$ cat src/rtl/cf_seq_pkg.sv
package cf_seq_pkg;

  // marker for "no block" in the graph parameter arrays
  localparam int NO_BLK = -1;

  // a block forks when both successor slots are filled
  function automatic bit is_fork(input int taken, input int other);
    return (taken != NO_BLK) && (other != NO_BLK);
  endfunction

endpackage

$ cat src/rtl/cf_edge_term.sv
// One predecessor-to-block contribution: active, memory drained, and
// (for a forking predecessor) the branch pointing at this block.
module cf_edge_term #(
  parameter int DST   = 0,
  parameter int SUCCT = -1,
  parameter int SUCCF = -1
) (
  input  logic act_i,
  input  logic done_i,
  input  logic cond_i,
  output logic term_o
);
  import cf_seq_pkg::*;

  logic ready;
  assign ready = act_i & done_i;

  if (is_fork(SUCCT, SUCCF)) begin : g_fork
    if (SUCCT == DST) begin : g_taken
      assign term_o = ready & cond_i;
    end else begin : g_other
      assign term_o = ready & ~cond_i;
    end
  end else begin : g_straight
    assign term_o = ready;
  end

endmodule

$ cat src/rtl/cf_start_net.sv
// Start-term vector for all blocks, built from the graph parameters.
module cf_start_net #(
  parameter int NBLK               = 4,
  parameter int PRED_A [NBLK]      = '{-1, 0, 0, 2},
  parameter int PRED_B [NBLK]      = '{-1, -1, 1, 3},
  parameter int SUCC_T [NBLK]      = '{1, 2, 3, 3},
  parameter int SUCC_F [NBLK]      = '{2, -1, -1, -1}
) (
  input  logic            go_i,
  input  logic [NBLK-1:0] act_i,
  input  logic [NBLK-1:0] done_i,
  input  logic [NBLK-1:0] cond_i,
  output logic [NBLK-1:0] start_o
);

  for (genvar b = 0; b < NBLK; b++) begin : g_blk
    if (PRED_A[b] < 0) begin : g_entry
      assign start_o[b] = go_i;
    end else begin : g_body
      logic term_a;
      logic term_b;

      cf_edge_term #(
        .DST  (b),
        .SUCCT(SUCC_T[PRED_A[b]]),
        .SUCCF(SUCC_F[PRED_A[b]])
      ) u_term_a (
        .act_i (act_i[PRED_A[b]]),
        .done_i(done_i[PRED_A[b]]),
        .cond_i(cond_i[PRED_A[b]]),
        .term_o(term_a)
      );

      if (PRED_B[b] >= 0) begin : g_second
        cf_edge_term #(
          .DST  (b),
          .SUCCT(SUCC_T[PRED_B[b]]),
          .SUCCF(SUCC_F[PRED_B[b]])
        ) u_term_b (
          .act_i (act_i[PRED_B[b]]),
          .done_i(done_i[PRED_B[b]]),
          .cond_i(cond_i[PRED_B[b]]),
          .term_o(term_b)
        );
      end else begin : g_single
        assign term_b = 1'b0;
      end

      assign start_o[b] = term_a | term_b;
    end
  end

endmodule

$ cat src/rtl/cf_pick_low.sv
// Isolates the lowest set bit of a request vector.
module cf_pick_low #(
  parameter int W = 4
) (
  input  logic [W-1:0] req_i,
  output logic [W-1:0] grant_o,
  output logic         any_o
);

  always_comb begin
    grant_o = '0;
    for (int i = W - 1; i >= 0; i--) begin
      if (req_i[i]) grant_o = W'(1) << i;
    end
  end

  assign any_o = |req_i;

endmodule

$ cat src/rtl/cf_sequencer.sv
module cf_sequencer #(
  parameter int NBLK          = 4,
  parameter int PRED_A [NBLK] = '{-1, 0, 0, 2},
  parameter int PRED_B [NBLK] = '{-1, -1, 1, 3},
  parameter int SUCC_T [NBLK] = '{1, 2, 3, 3},
  parameter int SUCC_F [NBLK] = '{2, -1, -1, -1},
  parameter int LAST          = 3
) (
  input  logic            clk,
  input  logic            rst,
  input  logic            go_i,
  input  logic [NBLK-1:0] cond_i,
  input  logic [NBLK-1:0] mem_done_i,
  output logic [NBLK-1:0] active_o,
  output logic [NBLK-1:0] start_q_o,
  output logic            end_o
);

  localparam bit LOOPS = (SUCC_T[LAST] >= 0) || (SUCC_F[LAST] >= 0);

  logic [NBLK-1:0] act_q;
  logic [NBLK-1:0] start_vec;
  logic [NBLK-1:0] start_r;
  logic [NBLK-1:0] pick;
  logic            any_start;
  logic            fin;
  logic            unused_cond;

  assign unused_cond = ^cond_i;

  cf_start_net #(
    .NBLK  (NBLK),
    .PRED_A(PRED_A),
    .PRED_B(PRED_B),
    .SUCC_T(SUCC_T),
    .SUCC_F(SUCC_F)
  ) u_start (
    .go_i   (go_i),
    .act_i  (act_q),
    .done_i (mem_done_i),
    .cond_i (cond_i),
    .start_o(start_vec)
  );

  cf_pick_low #(.W(NBLK)) u_pick (
    .req_i  (start_vec),
    .grant_o(pick),
    .any_o  (any_start)
  );

  if (LOOPS) begin : g_loop_end
    assign fin = act_q[LAST] & mem_done_i[LAST] & ~cond_i[LAST];
  end else begin : g_plain_end
    assign fin = act_q[LAST] & mem_done_i[LAST];
  end

  always_ff @(posedge clk) begin
    if (rst || fin) begin
      act_q   <= '0;
      start_r <= '0;
    end else begin
      start_r <= start_vec;
      if (any_start) act_q <= pick;
    end
  end

  assign active_o  = act_q;
  assign start_q_o = start_r;
  assign end_o     = fin;

endmodule

$ cat config.mk
export PLATFORM = sky130hd
export DESIGN_NAME = cf_sequencer
export DESIGN_NICKNAME = d
export VERILOG_FILES = /design/src/rtl/cf_seq_pkg.sv /design/src/rtl/cf_edge_term.sv /design/src/rtl/cf_start_net.sv /design/src/rtl/cf_pick_low.sv /design/src/rtl/cf_sequencer.sv
export SDC_FILE = /design/constraint.sdc
export NUM_CORES = 1
export LEC_CHECK = 0
export ABC_AREA = 1
export BUFFER_PORTS_ARGS = -buffer_cell sky130_fd_sc_hd__buf_4
export CORE_AREA = 2 2 39 41
export CTS_CLUSTER_DIAMETER = 40
export DETAILED_ROUTE_END_ITERATION = 8
export DIE_AREA = 0 0 41 43
export PLACE_DENSITY_LB_ADDON = 0.08
export SLEW_MARGIN = 10
export SYNTH_ARGS = -nofsm -noshare
export SYNTH_HDL_FRONTEND = slang
export SYNTH_SLANG_ARGS = --single-unit
$ cat constraint.sdc
create_clock -name clk -period 2.09 [get_ports clk]
set_input_delay 0.627 -clock clk [delete_from_list [all_inputs] [get_ports clk]]
set_output_delay 0.627 -clock clk [all_outputs]
set_load 0.005 [all_outputs]
==> out/qor.csv <==
metric,value,unit
wl_met2,347,um
route.met3.wl,82,um
clkSinkCount,8,
critPathKind,input port to primary output,
utilization,0.376,
min_period,1.64,ns
placed_cells,79,
coreArea,0.00138,mm^2
root_buffer,clkbuf_4,
die_h,43,um
ir_drop,0.000248,V
synth-seq-area-share,0.421,
whs,0.483,ns
p_per_area,645,mW/mm^2
ys_warn_count,0,
rr_worst_depth,5,
critPathSlowestCell,buf_4,
clkLatencyLatePin,0.26,ns
path_cells,buf_4 > nand2_2 > nor2_1 > buf_4,
timing.rr.start,active_o[0],
drv_cap,0,
grt_start_max_net_pins,8,
whs_endpoint,active_o[1],
p_leak,0.256,nW
synth_top_area_cell,dfxtp_1,
fmax,0.611,GHz
hold_path.class,register to register,
syn-cell-area,380,um^2
end_kind,primary output,
first_pass_iters,4,
grt_pass1_wl,1110,um
tritoncts,done,
port_buffers,17,
antenna_left,0,
crit_fanout,3,
cts_buffers,3,
drt_iter0_markers,3,
worst_slew_pin_slew,0.194,ns
cts.htree.levels,1,
io_pins,20,
finalHoldViolations,0,
wirelength,779,um
wl_met1,338,um
synth.avg_cell_area,7.61,um^2
synth_area_leaders,"dfxtp_1 42%, nand2_1 9.9%, nor2_1 8.9%, nand2_2 8.2%, buf_4 7.9%",
finalNetCount,79,
grt_pass1_vias,274,
r2r_end,active_o[0],
rrSetupSlack,1.06,ns
critPathArrivalTime,1.01,ns
relSlewSlack,0.870,
maxSlewViolCount,0,
setup_tns,0,ns
clk_path_buf_depth,2,
placed_cell_area,498,um^2
hold_depth,2,
die-area,0.00176,mm^2
drc,0,
rows,14,
detail_route.vias_per_cell,4.05,
ys_ff_latch,8,
yosysUniqueCellTypes,14,
status,finished clean,
place_congestion,0.688,
drive_gt1_frac,0.455,
crit_top_cell,buf_4,
n_antenna_cell,0,
clkTransAtPathRegs,0.06,ns
fin_area,520,um^2
start_util,0.275,
area_growth,36.8,%
antenna_found_initial,0,
post_cts_buffers,0,
routedWlPerCell,9.50,um
final_cells,82,
cts_resized,0,
yosysTopAreaCellShare,0.421,
cp_data_required_time,1.46,ns
postCtsHoldBufs,0,
syn_nets,61,
skew,0.0133,ns
grt_setup_unrepaired,false,
synthCells,50,
dp_hpwl,588,um
die_w,41,um
grt_usage,0.0996,
vias,332,
setup_viol,0,
startpoint_type,input port,
period_share,0.783,
gr-total-overflow,0,
cpPeakStageDelay,0.12,ns
hp-start,active_o[1],
highest_layer,met4,
==> synth_stat cells, drive strengths merged <==
| cell type | count |
|---|---|
| a21boi | 1 |
| a21oi | 1 |
| buf | 4 |
| dfxtp | 8 |
| inv | 6 |
| nand2 | 15 |
| nand3 | 2 |
| nand4 | 1 |
| nor2 | 9 |
| nor3 | 1 |
| o21ai | 1 |
| o21bai | 1 |
==> sequential cells by signal (all words and copies together), names as in the netlist <==
signal     cells
start_q_o      4
active_o       4
==> layer usage <==
| layer | GRT usage | vias up |
|---|---|---|
| met4 | 0.0600 | 0 |
| met1 | 0.120 | 134 |
| li1 | - | 181 |
| met2 | 0.138 | 15 |
| met3 | 0.0471 | 2 |
| met5 | 0 | - |
==> logic make-up after synthesis <==
family,synth area share
AOI/OAI and AO/OA,0.115
and+or+nand+nor,0.326
buffers and inverters,0.138
DFF,0.421
==> metrics by stage <==
step,total power [mW],setup WS [ns]
after CTS,0.341,0.448
after global placement,0.219,0.449
after floorplan,0.196,0.655
after detailed placement,0.219,0.449
after global routing,0.353,0.426
final,0.336,0.454
==> cell type report <==
cell class / count / area [um^2]
fill: 155 / 863
multi-input combinational: 32 / 168
sequential: 8 / 160
timing repair buffer: 17 / 128
clock buffer: 3 / 22.5
inverter: 6 / 22.5
tap: 16 / 20.0
==> cell usage in the layout, fill, tap and decap left out <==
cell,netlist,final
inv_1,4,4
buf_4,4,17
nor3_1,1,1
clkbuf_4,0,3
nand4_1,1,1
nand2_2,5,5
inv_2,2,2
o21ai_0,1,1
nor2_1,9,9
dfxtp_1,8,8
nand2_1,10,10
a21boi_2,1,1
a21oi_2,1,1
o21bai_4,1,1
nand3_1,2,2
==> worst max-delay path, delay by kind of cell <==
kind,cells,cell delay (ns)
buffers and inverters,2,0.23
and+or+nand+nor,2,0.15
==> where the power goes <==
part	switching, mW	leakage, nW	internal, mW
registers	0.00364	0.0653	0.159
logic	0.0258	0.177	0.0276
clock network	0.0542	0.0138	0.0658
total	0.0836	0.256	0.252
==> how the worst max path moves through the flow <==
stage | startpoint | end | cells past startpoint
global route | mem_done_i[3] | end_o | 4
floorplan | mem_done_i[3] | end_o | 2
finish | mem_done_i[3] | end_o | 4
global placement | mem_done_i[3] | end_o | 4
CTS | mem_done_i[3] | end_o | 4
detailed placement | mem_done_i[3] | end_o | 4
No activity file was read; power rests on OpenSTA's default activity.
